<file path="src/rtl/bhr_pkg.sv">
package bhr_pkg;

    localparam int SHIFT_BITS = 2;
    localparam int MIX_W      = 16;
    localparam int SRC_PAIRS  = MIX_W / SHIFT_BITS;
    localparam int DST_BITS   = 6;
    localparam int ADDR_USED  = 20;

    typedef enum logic [2:0] {
        KIND_JUMP     = 3'd0,
        KIND_COND_TK  = 3'd1,
        KIND_COND_NT  = 3'd2,
        KIND_CALL     = 3'd3,
        KIND_RET      = 3'd4,
        KIND_INT_RET  = 3'd5,
        KIND_RSVD6    = 3'd6,
        KIND_RSVD7    = 3'd7
    } br_kind_e;

    // Lowest source bit of the pair that lands on mix bits [2k+1:2k]
    function automatic int src_pair_lsb(input int k);
        case (k)
            0:       return 6;
            1:       return 10;
            2:       return 14;
            3:       return 4;
            4:       return 8;
            5:       return 12;
            6:       return 16;
            default: return 18;
        endcase
    endfunction

endpackage

</file>
<file path="src/rtl/bhr_kind_filter.sv">
module bhr_kind_filter
    import bhr_pkg::*;
(
    input  logic       valid_i,
    input  logic [2:0] kind_i,
    output logic       upd_o
);
    br_kind_e kind;

    always_comb begin
        kind  = br_kind_e'(kind_i);
        upd_o = 1'b0;
        if (valid_i) begin
            case (kind)
                KIND_JUMP, KIND_COND_TK, KIND_CALL, KIND_RET: upd_o = 1'b1;
                default:                                      upd_o = 1'b0;
            endcase
        end
    end
endmodule

</file>
<file path="src/rtl/bhr_addr_mix.sv">
module bhr_addr_mix
    import bhr_pkg::*;
#(
    parameter int ADDR_W = 64
) (
    input  logic [ADDR_W-1:0] src_i,
    input  logic [ADDR_W-1:0] dst_i,
    output logic [MIX_W-1:0]  mix_o
);
    logic [MIX_W-1:0] src_part;
    logic [MIX_W-1:0] dst_part;
    logic             unused_addr_bits;

    for (genvar k = 0; k < SRC_PAIRS; k++) begin : g_pair
        localparam int SL = src_pair_lsb(k);
        assign src_part[SHIFT_BITS*k +: SHIFT_BITS] = src_i[SL +: SHIFT_BITS];
    end

    assign dst_part = {{(MIX_W-DST_BITS){1'b0}}, dst_i[DST_BITS-1:0]};
    assign mix_o    = src_part ^ dst_part;

    assign unused_addr_bits = ^{src_i[ADDR_W-1:ADDR_USED], src_i[3:0],
                                dst_i[ADDR_W-1:DST_BITS]};
endmodule

</file>
<file path="src/rtl/ctrl_flow_history.sv">
module ctrl_flow_history
    import bhr_pkg::*;
#(
    parameter int HIST_W = 58,
    parameter int ADDR_W = 64
) (
    input  logic              clk_i,
    input  logic              rst_i,
    input  logic              valid_i,
    input  logic [2:0]        kind_i,
    input  logic [ADDR_W-1:0] src_addr_i,
    input  logic [ADDR_W-1:0] dst_addr_i,
    output logic [HIST_W-1:0] hist_o
);
    localparam int PAD_W = HIST_W - MIX_W;

    typedef struct packed {
        logic [HIST_W-1:0] hist;
    } state_t;

    state_t           st_d, st_q;
    logic             upd;
    logic [MIX_W-1:0] mix;

    bhr_kind_filter u_filter (
        .valid_i (valid_i),
        .kind_i  (kind_i),
        .upd_o   (upd)
    );

    bhr_addr_mix #(.ADDR_W(ADDR_W)) u_mix (
        .src_i (src_addr_i),
        .dst_i (dst_addr_i),
        .mix_o (mix)
    );

    always_comb begin
        st_d = st_q;
        if (upd) begin
            st_d.hist = {st_q.hist[HIST_W-SHIFT_BITS-1:0], {SHIFT_BITS{1'b0}}}
                        ^ {{PAD_W{1'b0}}, mix};
        end
    end

    always_ff @(posedge clk_i) begin
        if (rst_i) st_q <= '0;
        else       st_q <= st_d;
    end

    assign hist_o = st_q.hist;
endmodule

</file>
<file path="config.mk">
export PLATFORM = sky130hd
export DESIGN_NAME = ctrl_flow_history
export DESIGN_NICKNAME = d
export VERILOG_FILES = /design/src/rtl/bhr_pkg.sv /design/src/rtl/bhr_kind_filter.sv /design/src/rtl/bhr_addr_mix.sv /design/src/rtl/ctrl_flow_history.sv
export SDC_FILE = /design/constraint.sdc
export NUM_CORES = 1
export LEC_CHECK = 0
export CORE_MARGIN = 5
export CORE_UTILIZATION = 33
export CTS_CLUSTER_DIAMETER = 80
export DETAILED_ROUTE_END_ITERATION = 6
export GPL_ROUTABILITY_DRIVEN = 1
export GPL_TIMING_DRIVEN = 0
export HOLD_SLACK_MARGIN = 0.06
export MAX_ROUTING_LAYER = met4
export PLACE_DENSITY = 0.81
export SYNTH_ARGS = -nofsm -noshare
export SYNTH_HDL_FRONTEND = slang
export SYNTH_HIERARCHICAL = 1
export SYNTH_SLANG_ARGS = --single-unit
</file>
<file path="constraint.sdc">
create_clock -name clk_i -period 1.4 [get_ports clk_i]
set_input_delay 0.28 -clock clk_i [delete_from_list [all_inputs] [get_ports clk_i]]
set_output_delay 0.28 -clock clk_i [all_outputs]
set_load 0.03 [all_outputs]
</file>
==> metrics.log <==
[metrics] iteration count of the initial detailed-routing pass: 3
[metrics] met1 track utilization from global routing: 16.22%
[metrics] vias in the first global route: 1,829
[metrics] synthesized-area fraction occupied by ao, oa, aoi and oai cells: 6.918%
[metrics] die extent in y: 95.06 um
[metrics] share of final-layout standard cells stronger than drive strength 1: 31.95%
[metrics] minimum period implied by the final worst setup slack: 1.354 ns
[metrics] clock network fraction of total power: 44.1%
[metrics] average wire per cell in the routed design: 13.37 um
[metrics] Net Switching: 0.0009438 W
[metrics] clock transition at the registers of the reported paths: 0.07 ns
[metrics] maximum root-to-sink buffer count: 2
[metrics] Sink Count: 58
[metrics] fraction of synthesized cell area in xor and xnor cells: 7.338%
[metrics] area share of the leading cell type in the synthesized netlist: 48.64%
[metrics] starting density of the core: 33.45%
[metrics] cell area after synthesis: 2387 um2
[metrics] post-detailed-route count of antenna-violating nets: 0
[metrics] max FFs per register: 58
[metrics] number of fill cells in the layout: 714
[metrics] antenna diode count: 0
[metrics] worst hold slack across all endpoints: 0.2419 ns
[metrics] sequential cell area: 1161 um2
[metrics] clock latency on the worst-skew pair: 0.32 ns
[metrics] Post-synth ARST share: 0%
[metrics] Critical Path Fanout Max: 3
[metrics] Hold Buf Count CTS: 0
[metrics] Horiz. Die Dim: 95.06 um
[metrics] synthesized instance count: 220
[metrics] accumulated negative setup slack: 0 ns
[metrics] number of buffers created by CTS: 9
[metrics] TritonCTS clock tree: yes
[metrics] global routing's busiest layer: met2
[metrics] commonest cells in the synthesized netlist: sky130_fd_sc_hd__dfxtp_1 (58), sky130_fd_sc_hd__nor2_1 (58), sky130_fd_sc_hd__mux2i_1 (45), sky130_fd_sc_hd__xnor2_1 (14)
[metrics] WL final: 5509 um
[metrics] number of standard cells in the final layout excluding fillers: 412
[metrics] Die Outline Area: 9035 um2
[metrics] first-pass GRT wire length: 8894 um
[metrics] Slew Limit Fails: 0
[metrics] data arrival time of the critical path: 1.07 ns
[metrics] via/cell ratio: 4.250
[metrics] number of nets produced by synthesis: 354
[metrics] Critical path origin: hist_o[44]
[metrics] main combinational cell family by area after synthesis: multiplexers
[metrics] data required time at the worst endpoint: 1.12 ns
[metrics] overall fraction of global-route tracks in use: 13.13%
[metrics] std cell rows: 31
[metrics] number of synthesis warnings: 6
[metrics] DRT iter0 DRCs: 57
[metrics] largest area contributor in the synthesized netlist: sky130_fd_sc_hd__dfxtp_1
[metrics] count of buffering cells on the critical path with inverters included: 1
[metrics] sequential element share of the synthesized area: 48.64%
[metrics] stage delay of the slowest cell on the critical path: 0.39 ns
[metrics] area occupied by multi-input gates: 1025 um2
[metrics] post-synthesis share of cell area spent on full adders, half adders and majority gates: 0%
[metrics] share of the cycle needed by the critical path after routing: 96.70%
[metrics] number of placed I/O pins: 192
[metrics] Critical-path top delay cell: sky130_fd_sc_hd__clkdlybuf4s15_1
[metrics] number of antenna violations at the first check in global routing: 0
[metrics] number of library cell types mapped by synthesis: 14
[metrics] area growth from synthesis to final layout: 41.82%
[metrics] Final HPWL DP: 4043 um
[metrics] count of state elements after synthesis: 58
[metrics] clock root buffer master: sky130_fd_sc_hd__clkbuf_8
[metrics] HP Class: in -> reg
[metrics] max-capacitance violation count: 0
[metrics] remaining global-route overflow: 0
[metrics] power density relative to cell area: 1192 nW/um2
[metrics] largest vdd supply drop: 0.0007067 V
[metrics] final hold vios: 0
[metrics] nets@finish: 442
[metrics] RD Place Congestion: 0.6828
[metrics] Seq pwr share: 42.8%
[metrics] worst clock skew: 0.006247 ns
[metrics] internal portion of total power: 0.003092 W
[metrics] transition time at the pin with the least slew margin: 0.4364 ns
[metrics] cell count after placement: 393
[metrics] Fmax: 738.7 MHz
[metrics] list of cells traversed by the critical path: clkdlybuf4s15_1
[metrics] total vias in the final route: 1,751
[metrics] count of buffers from port buffering: 74
[metrics] relative slew slack: 70.91%
[metrics] total power consumption of the routed design: 0.004035 W
[metrics] outcome: finished clean
[metrics] logic gate share of total power: 13.1%
[metrics] depth of the CTS H-tree: 3
[metrics] mean instance size in the synthesized netlist: 10.85 um2
[metrics] Reg-to-Reg Start: hist_o[1]
[metrics] worst hold start: rst_i
[metrics] switching power as a share of total power: 23.39%
[metrics] pin count of the biggest net entering global routing: 11
[metrics] synthesized-area fraction occupied by and/or/nand/nor cells: 9.382%
[metrics] fraction of met3 tracks used by global routing: 5.209%
[metrics] standby leakage power: 1.387 nW
[metrics] total setup violations reported at the end of the flow: 0
[metrics] kind of cell with the highest combined delay on the critical path: buffers and inverters
[metrics] critical path class: reg -> out
[metrics] Synth area leaders: sky130_fd_sc_hd__dfxtp_1 (49%), sky130_fd_sc_hd__mux2i_1 (19%), sky130_fd_sc_hd__nor2_1 (9.1%)
[metrics] unrepaired setup endpoints after global routing: no
[metrics] EDFF count, synth: 0
[metrics] met2 track utilization from global routing: 19.79%
[metrics] DRC violations left: 0
[metrics] core area: 7137 um2
[metrics] proportion of synthesized area in mux cells: 18.87%
[metrics] nature of the critical path startpoint: register
[metrics] dominant synthesized flop cell: sky130_fd_sc_hd__dfxtp_1
[metrics] endpoint type of the worst setup path: output pin
metrics by stage:
| stage | worst slack, ns | cell area (um2) | utilization, % |
|---|---|---|---|
| after global routing | 0.003061 | 3386 | 47.44 |
| after detailed placement | -0.4298 | 3252 | 45.56 |
| after floorplan | 0.1938 | 2387 | - |
| after CTS | 0.00005407 | 3518 | 49.30 |
| final | 0.04622 | 3386 | 47.44 |
| after global placement | -0.4021 | 3252 | 45.56 |
cell usage in the layout (no fill, tap or decap):
cell type | synthesis | routed
sky130_fd_sc_hd__nor2_1 | 58 | 58
sky130_fd_sc_hd__dfxtp_1 | 58 | 58
sky130_fd_sc_hd__mux2i_1 | 45 | 43
sky130_fd_sc_hd__clkbuf_2 | 0 | 35
sky130_fd_sc_hd__clkdlybuf4s50_1 | 0 | 15
sky130_fd_sc_hd__xnor2_1 | 14 | 14
sky130_fd_sc_hd__buf_4 | 12 | 13
sky130_fd_sc_hd__clkdlybuf4s15_1 | 0 | 13
sky130_fd_sc_hd__a211oi_2 | 12 | 12
sky130_fd_sc_hd__clkbuf_8 | 0 | 12
sky130_fd_sc_hd__clkdlybuf4s15_2 | 0 | 8
sky130_fd_sc_hd__xor2_1 | 6 | 6
sky130_fd_sc_hd__buf_2 | 3 | 5
sky130_fd_sc_hd__buf_12 | 1 | 4
sky130_fd_sc_hd__buf_6 | 3 | 2
sky130_fd_sc_hd__mux2i_2 | 0 | 2
sky130_fd_sc_hd__clkbuf_1 | 2 | 2
sky130_fd_sc_hd__a211oi_1 | 2 | 2
sky130_fd_sc_hd__bufinv_16 | 0 | 2
sky130_fd_sc_hd__dlygate4sd2_1 | 0 | 2
sky130_fd_sc_hd__buf_8 | 3 | 1
sky130_fd_sc_hd__clkinv_2 | 0 | 1
sky130_fd_sc_hd__clkinvlp_4 | 0 | 1
sky130_fd_sc_hd__buf_16 | 0 | 1
sky130_fd_sc_hd__and2_4 | 0 | 1
area by class of cell:
cell class | count | share of cell area [%]
flip-flops and latches | 58 | 34.29
multi-input cells | 138 | 30.27
repair buffers | 77 | 17.96
plain buffers | 24 | 6.800
clock buffers | 12 | 4.878
well taps | 99 | 3.659
clock inverters | 4 | 2.143
cell families after synthesis:
logic type,after synthesis
muxes,45
and+or+nand+nor,59
AOI/OAI and AO/OA,14
xor gates and xnor gates,20
DFF,58
buffers and inverters,24
final timing paths:
kind | endpoint | depth (start not counted) | slack [ns]
max | hist_o[44] | 1 | 0.05
min | hist_o[6] | 2 | 0.24
max reg2reg | hist_o[3] | 2 | 0.60
min reg2reg | hist_o[57] | 2 | 0.50
power by group through the flow:
stage | combinational, W | clock, W | sequential [W]
after floorplan | 0.000291 | 0 | 0.00183
after global placement | 0.000531 | 0 | 0.00176
after detailed placement | 0.000535 | 0 | 0.00177
after CTS | 0.000542 | 0.00185 | 0.00173
after global routing | 0.000567 | 0.00192 | 0.00173
final | 0.000527 | 0.00178 | 0.00173
repair_timing:
item,in CTS,in global routing
cloned,2,1
pin swaps,2,1
setup endpoints to repair,107,73
buffers inserted,1,0
resized for setup,102,68
metal layers:
layer	routed length, um	share of wire [%]	up-vias
met1	2555	46	796
met3	352	6.4	8
met2	2537	46	51
li1	-	-	896
met5	0	0	-
met4	63	1.1	0
Note: power is estimated with default switching activity, not from simulation.
